<file path="src/rtl/gate_guard_pkg.sv">
// Shared constants and helpers for the gate protection sequencer.
// Assumes all counters are sized from positive parameter values.
package gate_guard_pkg;

    // Number of bridge phases handled by one instance.
    localparam int unsigned NUM_PHASES = 3;

    // Bits needed to hold values 0..max_val.
    function automatic int unsigned cnt_bits(input int unsigned max_val);
        return (max_val < 2) ? 1 : $clog2(max_val + 1);
    endfunction

endpackage

</file>
<file path="src/rtl/gg_supply_mon.sv">
// Hysteresis holder for one supply comparator pair.
// Assumes trip and ok are already synchronous to clk. Trip has priority.
module gg_supply_mon (
    input  logic clk,
    input  logic rst_n,
    input  logic trip,
    input  logic ok,
    output logic uv,
    output logic uv_enter
);

    logic uv_q;

    // Set on trip, clear on ok, otherwise hold.
    always_ff @(posedge clk) begin
        if (!rst_n)    uv_q <= 1'b0;
        else if (trip) uv_q <= 1'b1;
        else if (ok)   uv_q <= 1'b0;
    end

    assign uv       = uv_q;
    assign uv_enter = trip && !uv_q;

    AST_UV_HOLDS: assert property (@(posedge clk) disable iff (!rst_n)
        (uv_q && !trip) |=> (uv_q == !$past(ok)));

    AST_UV_TRIP_WINS: assert property (@(posedge clk) disable iff (!rst_n)
        trip |=> uv_q);

endmodule

</file>
<file path="src/rtl/gg_sc_filter.sv">
// Qualifies the short-circuit sense flag over FILT consecutive edges.
// Emits a single-cycle fire pulse; sense must drop before it can fire again.
module gg_sc_filter #(
    parameter int unsigned FILT = 150
) (
    input  logic clk,
    input  logic rst_n,
    input  logic sense,
    output logic fire
);
    import gate_guard_pkg::*;

    localparam int unsigned CW = cnt_bits(FILT);
    localparam logic [CW-1:0] LAST = CW'(FILT - 1);
    localparam logic [CW-1:0] DONE = CW'(FILT);

    logic [CW-1:0] run_q;

    // Count consecutive high samples, saturating past the firing point.
    always_ff @(posedge clk) begin
        if (!rst_n || !sense)  run_q <= '0;
        else if (run_q != DONE) run_q <= run_q + 1'b1;
    end

    assign fire = sense && (run_q == LAST);

    AST_FIRE_QUALIFIED: assert property (@(posedge clk) disable iff (!rst_n)
        fire |-> $past(sense));

endmodule

</file>
<file path="src/rtl/gg_fault_timer.sv">
// Fault pulse stretcher: a start loads WIDTH cycles. The fault line is low
// while the count runs or while hold is asserted.
module gg_fault_timer #(
    parameter int unsigned WIDTH = 240000
) (
    input  logic clk,
    input  logic rst_n,
    input  logic start,
    input  logic hold,
    output logic busy,
    output logic fault_n
);
    import gate_guard_pkg::*;

    localparam int unsigned CW = cnt_bits(WIDTH);
    localparam logic [CW-1:0] FULL = CW'(WIDTH);

    logic [CW-1:0] left_q;

    // Reload on start, otherwise count down to zero.
    always_ff @(posedge clk) begin
        if (!rst_n)            left_q <= '0;
        else if (start)        left_q <= FULL;
        else if (left_q != '0) left_q <= left_q - 1'b1;
    end

    assign busy    = (left_q != '0);
    assign fault_n = !(busy || hold);

    AST_TIMER_RELOAD: assert property (@(posedge clk) disable iff (!rst_n)
        start |=> (left_q == FULL));

    AST_TIMER_DOWN: assert property (@(posedge clk) disable iff (!rst_n)
        (!start && busy) |=> (left_q == $past(left_q) - 1'b1));

endmodule

</file>
<file path="src/rtl/gg_gate_arm.sv">
// One gate re-arm cell. The gate follows the request only after a rising
// edge of the request has been seen with no blanking active. Blanking or a
// low request disarms the cell. The delayed request resets high, so a
// request held through reset does not count as an edge.
module gg_gate_arm (
    input  logic clk,
    input  logic rst_n,
    input  logic req,
    input  logic block,
    output logic gate
);

    logic req_d;
    logic armed_q;

    // Track the previous request level.
    always_ff @(posedge clk) begin
        if (!rst_n) req_d <= 1'b1;
        else        req_d <= req;
    end

    // Arm on a clean rising edge, disarm on blanking or release.
    always_ff @(posedge clk) begin
        if (!rst_n || block || !req) armed_q <= 1'b0;
        else if (!req_d)             armed_q <= 1'b1;
    end

    assign gate = req && armed_q && !block;

    AST_BLANK_FORCES_OFF: assert property (@(posedge clk) disable iff (!rst_n)
        block |-> !gate);

    AST_ON_NEEDS_EDGE: assert property (@(posedge clk) disable iff (!rst_n)
        $rose(gate) |-> !$past(req, 2));

endmodule

</file>
<file path="src/rtl/gate_guard.sv">
// Inverter gate protection sequencer, top level.
// Gates six PWM requests with short-circuit and supply under-voltage
// protection. Assumes all flags are synchronous and SC_FILT_CYC >= 2.
module gate_guard #(
    parameter int unsigned PHASES       = gate_guard_pkg::NUM_PHASES,
    parameter int unsigned SC_FILT_CYC  = 150,
    parameter int unsigned FO_WIDTH_CYC = 240000
) (
    input  logic              clk,
    input  logic              rst_n,
    input  logic [PHASES-1:0] hs_req,
    input  logic [PHASES-1:0] ls_req,
    input  logic              sc_sense,
    input  logic              ls_uv_trip,
    input  logic              ls_uv_ok,
    input  logic [PHASES-1:0] hs_uv_trip,
    input  logic [PHASES-1:0] hs_uv_ok,
    output logic [PHASES-1:0] hs_gate,
    output logic [PHASES-1:0] ls_gate,
    output logic              fault_n
);

    logic              sc_fire;
    logic              sc_lat_q;
    logic              ls_uv;
    logic              ls_uv_enter;
    logic              fo_busy;
    logic              ls_block;
    logic [PHASES-1:0] hs_uv;
    logic [PHASES-1:0] hs_uv_enter;

    gg_sc_filter #(.FILT(SC_FILT_CYC)) u_sc_filt (
        .clk(clk), .rst_n(rst_n), .sense(sc_sense), .fire(sc_fire)
    );

    gg_supply_mon u_ls_mon (
        .clk(clk), .rst_n(rst_n), .trip(ls_uv_trip), .ok(ls_uv_ok),
        .uv(ls_uv), .uv_enter(ls_uv_enter)
    );

    gg_fault_timer #(.WIDTH(FO_WIDTH_CYC)) u_fo (
        .clk(clk), .rst_n(rst_n), .start(sc_fire || ls_uv_enter),
        .hold(ls_uv), .busy(fo_busy), .fault_n(fault_n)
    );

    // Short-circuit latch: set by a trip, released once the pulse ends.
    always_ff @(posedge clk) begin
        if (!rst_n)        sc_lat_q <= 1'b0;
        else if (sc_fire)  sc_lat_q <= 1'b1;
        else if (!fo_busy) sc_lat_q <= 1'b0;
    end

    assign ls_block = sc_lat_q || ls_uv;

    generate
        for (genvar p = 0; p < PHASES; p++) begin : g_phase
            gg_supply_mon u_hs_mon (
                .clk(clk), .rst_n(rst_n), .trip(hs_uv_trip[p]), .ok(hs_uv_ok[p]),
                .uv(hs_uv[p]), .uv_enter(hs_uv_enter[p])
            );
            gg_gate_arm u_hs_arm (
                .clk(clk), .rst_n(rst_n), .req(hs_req[p]), .block(hs_uv[p]),
                .gate(hs_gate[p])
            );
            gg_gate_arm u_ls_arm (
                .clk(clk), .rst_n(rst_n), .req(ls_req[p]), .block(ls_block),
                .gate(ls_gate[p])
            );
        end
    endgenerate

    // Unused by design: high-side entry events raise no fault.
    logic unused_hs_enter;
    assign unused_hs_enter = ^hs_uv_enter;

    AST_SC_FAULTS: assert property (@(posedge clk) disable iff (!rst_n)
        sc_fire |=> (!fault_n && ls_gate == '0));

    AST_SC_LATCH_BLOCKS: assert property (@(posedge clk) disable iff (!rst_n)
        sc_lat_q |-> (ls_gate == '0));

    AST_UV_FAULT_HELD: assert property (@(posedge clk) disable iff (!rst_n)
        ls_uv |-> (!fault_n && ls_gate == '0));

    AST_FAULT_ONLY_LOW_SIDE: assert property (@(posedge clk) disable iff (!rst_n)
        (!ls_uv && !fo_busy) |-> fault_n);

endmodule

</file>
<file path="config.mk">
export PLATFORM = sky130hd
export DESIGN_NAME = gate_guard
export DESIGN_NICKNAME = d
export VERILOG_FILES = /design/src/rtl/gate_guard_pkg.sv /design/src/rtl/gg_supply_mon.sv /design/src/rtl/gg_sc_filter.sv /design/src/rtl/gg_fault_timer.sv /design/src/rtl/gg_gate_arm.sv /design/src/rtl/gate_guard.sv
export SDC_FILE = /design/constraint.sdc
export NUM_CORES = 1
export LEC_CHECK = 0
export ABC_AREA = 1
export ABC_CLOCK_PERIOD_IN_PS = 2150
export BUFFER_PORTS_ARGS = -buffer_cell sky130_fd_sc_hd__buf_4
export CAP_MARGIN = 10
export CORE_MARGIN = 1.5
export CORE_UTILIZATION = 28
export DETAILED_ROUTE_END_ITERATION = 7
export PLACE_DENSITY = 0.47
export SYNTH_ARGS = -nofsm -noshare
export SYNTH_HDL_FRONTEND = slang
export SYNTH_HIERARCHICAL = 1
export SYNTH_SLANG_ARGS = --single-unit
</file>
<file path="constraint.sdc">
create_clock -name clk -period 2.15 [get_ports clk]
set_input_delay 0.43 -clock clk [delete_from_list [all_inputs] [get_ports clk]]
set_output_delay 0.43 -clock clk [all_outputs]
set_load 0.01 [all_outputs]
</file>
---- After elaboration in Yosys (flattened, before gate mapping) ----
Index checks and enable logic that the tools add are counted.
word-level totals
  register bits ........................... 43
  output and inout bits ................... 7
  logic and storage cells ................. 87
operators by class
  add/subtract/negate cells ............... 2
  eq/ne operators ......................... 3
  mux-type cells .......................... 12
  bitwise gates (word level) .............. 1
  reductions and logical operators ........ 49
operators with widths
  kind                                                number
  2-to-1 mux 18 bit                                   2
  nonzero test 18 bit                                 1
  subtractor 18 x 1 -> 18 bit, second input constant  1
  logical AND 1 bit                                   14
  zero test 1 bit                                     14
  logical OR 1 bit                                    14
  2-to-1 mux 1 bit                                    10
  nonzero test 2 bit                                  5
  adder 8 x 1 -> 8 bit, second input constant         1
  == test 8 bit, second input constant                1
  inequality test 8 bit, second input constant        1
  inequality test 2 bit, second input constant        1
  OR reduction 2 bit                                  1
  NOT 1 bit                                           1

---- Longest topological paths before layout ----
  depth after elaboration ................. 4
  gate-level depth with buffers ........... 9
  gate-level depth less buffers ........... 9

---- Cells and area by module ----
Netlist, hierarchy kept.
modules (own cells, without submodules)
  module          instances  cells an instance  area an instance (µm²)  sequential area each (µm²)
  gg_fault_timer  1          152                1063.5                  360.3
  gg_sc_filter    1          72                 500.5                   160.2
  gg_gate_arm     6          11                 75.1                    40.0
  gg_supply_mon   4          7                  47.5                    20.0
  gate_guard      1          7                  48.8                    20.0

---- Worst setup path after synthesis ----
No wires, ideal clock.
  kind .................................... reg-to-reg
  start ................................... register u_sc_filt.run_q[1]
  end ..................................... register u_fo.left_q[2]
  data arrival time ....................... 1.480 ns
  slack ................................... 0.591 ns
  cell stages (with the launch flop) ...... 9
  buffers on the path ..................... 0
  clock period less this slack ............ 1.559 ns
  cells stage by stage .................... dfxtp_1 inv_1 ha_1 nand2_1 nor3_1 or2_1 nor2_1 clkinv_1 nor3_1
between the ends
  word-level cells in the longest chain between the ends .. 4
RTL lines
  what                                 RTL line              RTL
  start: declaration                   gg_sc_filter.sv:17    logic [CW-1:0] run_q;
  start signal: assignment             gg_sc_filter.sv:22    else if (run_q != DONE) run_q <= run_q + 1'b1;
  == test 8 bit                        gg_sc_filter.sv:25    assign fire = sense && (run_q == LAST);
  logical AND 1 bit                    gg_sc_filter.sv:25
  via sc_fire                          gate_guard.sv:23      logic sc_fire;
  logical OR 1 bit                     gate_guard.sv:42      .clk(clk), .rst_n(rst_n), .start(sc_fire || ls_uv_enter),
  OR reduction 2 bit (no source line)  -
  end signal: assignment               gg_fault_timer.sv:24  else if (left_q != '0) left_q <= left_q - 1'b1;
  end: declaration                     gg_fault_timer.sv:18  logic [CW-1:0] left_q;
The timed path passes the listed nets, and every way through them passes these cells.
A chain may end at the register's enable or synchronous reset.

---- Worst setup path in the final report ----
  start ................................... register u_fo.left_q[0]
  end ..................................... output port fault_n
between the ends
  word-level cells in the longest chain between the ends .. 3
RTL lines
  what                 RTL line              RTL
  nonzero test 18 bit  gg_fault_timer.sv:27  assign busy = (left_q != '0);
  via fo_busy          gate_guard.sv:27      logic fo_busy;
  logical OR 1 bit     gg_fault_timer.sv:28  assign fault_n = !(busy || hold);
  zero test 1 bit      gg_fault_timer.sv:28
  end: declaration     gate_guard.sv:20      output logic fault_n
The timed path passes the listed nets, and every way through them passes these cells.

==> metrics.cfg <==
[clock_network]
ctsHoldBuffers=0
cts_setup_buffers=0
cts_tree=yes
htree_num_levels=2
cts.sinks=43
cts_made_buffers=5
clockBufferDepth=2
clk_pin_slew_ns=0.08
clock-root-buffer=clkbuf_8
clk_latency_ns=0.29
cts_resized=0

[drt]
routed_wl_um=4270
vias=1867
viasPerCell=4.11
ant_nets=0
drcViolationCount=0
routedWlPerCell_um=9.39
drt_pass1_iterations=4
drtIter0Drc=30

[final_layout]
fill_cells=833
final_layout_size_suffix_gt1_frac=0.202
multi_input_area_um2=1140
syn2layout_area_growth_pct=16.5
finalNetCount=373
final-seq-area_um2=861
diodes=0
final_area_um2=2610
fin_util=0.338

[grt]
grt_pass1_wl_um=7760
grt_pass1_vias=1793
gr-total-overflow=0
track_usage=0.111
grt_max_degree=19
antenna_found_initial=0

[worst_setup_path]
critical_path.max_fanout=5
critPathMostFrequentCell=nor2_1
worstSetupPathType=flop to primary output
cp_slowest_stage_delay_ns=0.31
crit_required_ns=1.72
path_delay_family=simple AND/OR/NAND/NOR gates
worstPathArrival_ns=1.54
critPathBufInv=2
crit_path_top_delay_cell=dfxtp_1
start_kind=flop
crit_path_end_kind=primary output
crit_path_cell_trace=inv_1 -> ha_1 -> nand3_1 -> nor2_1 -> nand2_1 -> nor2_1 -> buf_4

[sta]
fin_setup_tns_ns=0
slew_headroom=0.788
finalHoldViolations=0
post-route-period-util=0.916
max_slew.worst_pin.slew_ns=0.315
skew_ns=0.00646
drv_slew=0
finalSetupViolCount=0
timing.final.crit_period_ns=1.97
fmax_mhz=508
grt_setup_unrepaired=no

[hold_path]
hold_path.class=primary input to flop

[floorplan]
ios=24
std_cell_rows=32
die_y_um=92.5
die_area_um2=8550
start_util=0.290
die_w_um=92.5
coreArea_um2=7730

[outcome]
status=complete, no violations

[power]
combPwrFrac=0.285
pwr-share-seq=0.465
p_per_area_nw_per_um2=766
clkPwrFrac=0.249
ir_drop_mv=0.311
intPower_mw=1.32
p_sw_frac=0.339
p_switching_uw=678
leakage_nw=1.21

[job]
maxCapViolCount=0

[placed_design]
io_buffers=23
dp_hpwl_um=3290
gp_congestion=0.771
placed_cell_area_um2=2530

[logic_synthesis]
synth_area_um2=2240
yosys_warnings=6
avgSynthCellArea_um2=6.96
synthCells=322
syn_nets=344

[registers in the layout, summed over array words and instances, names as in the netlist]
| name | flops |
|---|---|
| g_phase.u_hs_arm/armed_q | 3 |
| g_phase.u_hs_arm/req_d | 3 |
| g_phase.u_hs_mon/uv | 3 |
| g_phase.u_ls_arm/armed_q | 3 |
| g_phase.u_ls_arm/req_d | 3 |
| sc_lat_q | 1 |
| u_fo/left_q | 18 |
| u_ls_mon/uv | 1 |
| u_sc_filt/run_q | 8 |
[metrics by stage]
| stage | setup WS [ns] | hold slack, ns | total power [mW] | std cells |
|---|---|---|---|---|
| global placement | 0.385 | 0.435 | 1.53 | 446 |
| floorplan | 0.591 | 0.422 | 1.41 | 322 |
| global route | 0.00696 | 0.319 | 2.17 | 454 |
| detailed placement | 0.352 | 0.434 | 1.53 | 446 |
| finish | 0.180 | 0.325 | 2.00 | 454 |
| CTS | 0.162 | 0.308 | 2.05 | 454 |
[layer usage]
| metal | GRT usage | part of all wire |
|---|---|---|
| met1 | 0.134 | 0.48 |
| met2 | 0.195 | 0.49 |
| met3 | 0.0271 | 0.027 |
| met4 | 0.0269 | 0.0040 |
| met5 | 0 | 0 |
[layout make-up]
cell class                 count  area share
sequential                    43       0.330
timing repair buffer          24      0.0690
multi-input combinational    219       0.437
inverter                      58      0.0833
clock buffer                   6      0.0278
tap                          102      0.0489
clock inverter                 2     0.00479
[tightest hold or removal path: stages]
cell     delay (ns)
buf_4          0.09
inv_1          0.03
nand2_1        0.04
[placed cells by master, fill, tap and decap left out]
master       n
inv_2        1
nand3_2      4
buf_4       24
clkinv_1     2
xor2_1       2
or2_1        4
nand3_1     24
nand2_2      8
inv_1       55
nor2_1      51
clkinvlp_4   1
dfxtp_1     43
o21ai_0      2
or2_2        1
clkinv_2     1
nor2_4       4
ha_1         5
nand3_4      1
nor3_1       2
clkbuf_1     1
nand2_1     70
nor2_2      13
a21oi_2      7
a21oi_1     12
xnor2_1      8
nor3_2       1
clkbuf_8     5
[power groups by stage]
| stage | Clock (mW) | Sequential, mW | Combinational [mW] |
|---|---|---|---|
| finish | 0.499 | 0.932 | 0.571 |
| global route | 0.566 | 0.944 | 0.662 |
| CTS | 0.539 | 0.933 | 0.580 |
| detailed placement | 0 | 0.952 | 0.577 |
| global placement | 0 | 0.951 | 0.575 |
| floorplan | 0 | 0.935 | 0.470 |
[worst paths after layout]
path	start	end	slack [ns]	cells past startpoint
worst max-delay path	u_fo/left_q[0]$_SDFFE_PP0P_	fault_n	0.18	7
worst min-delay path	ls_req[0]	g_phase[0].u_ls_arm/req_d$_SDFF_PN1_	0.32	3
worst max register to register	u_sc_filt/run_q[1]$_SDFFE_PP0P_	u_fo/left_q[2]$_SDFFE_PP0P_	0.37	8
worst min register to register	sc_lat_q$_SDFFE_PN0P_	sc_lat_q$_SDFFE_PN0P_	0.44	2
No activity file was read; power rests on OpenSTA's default activity.
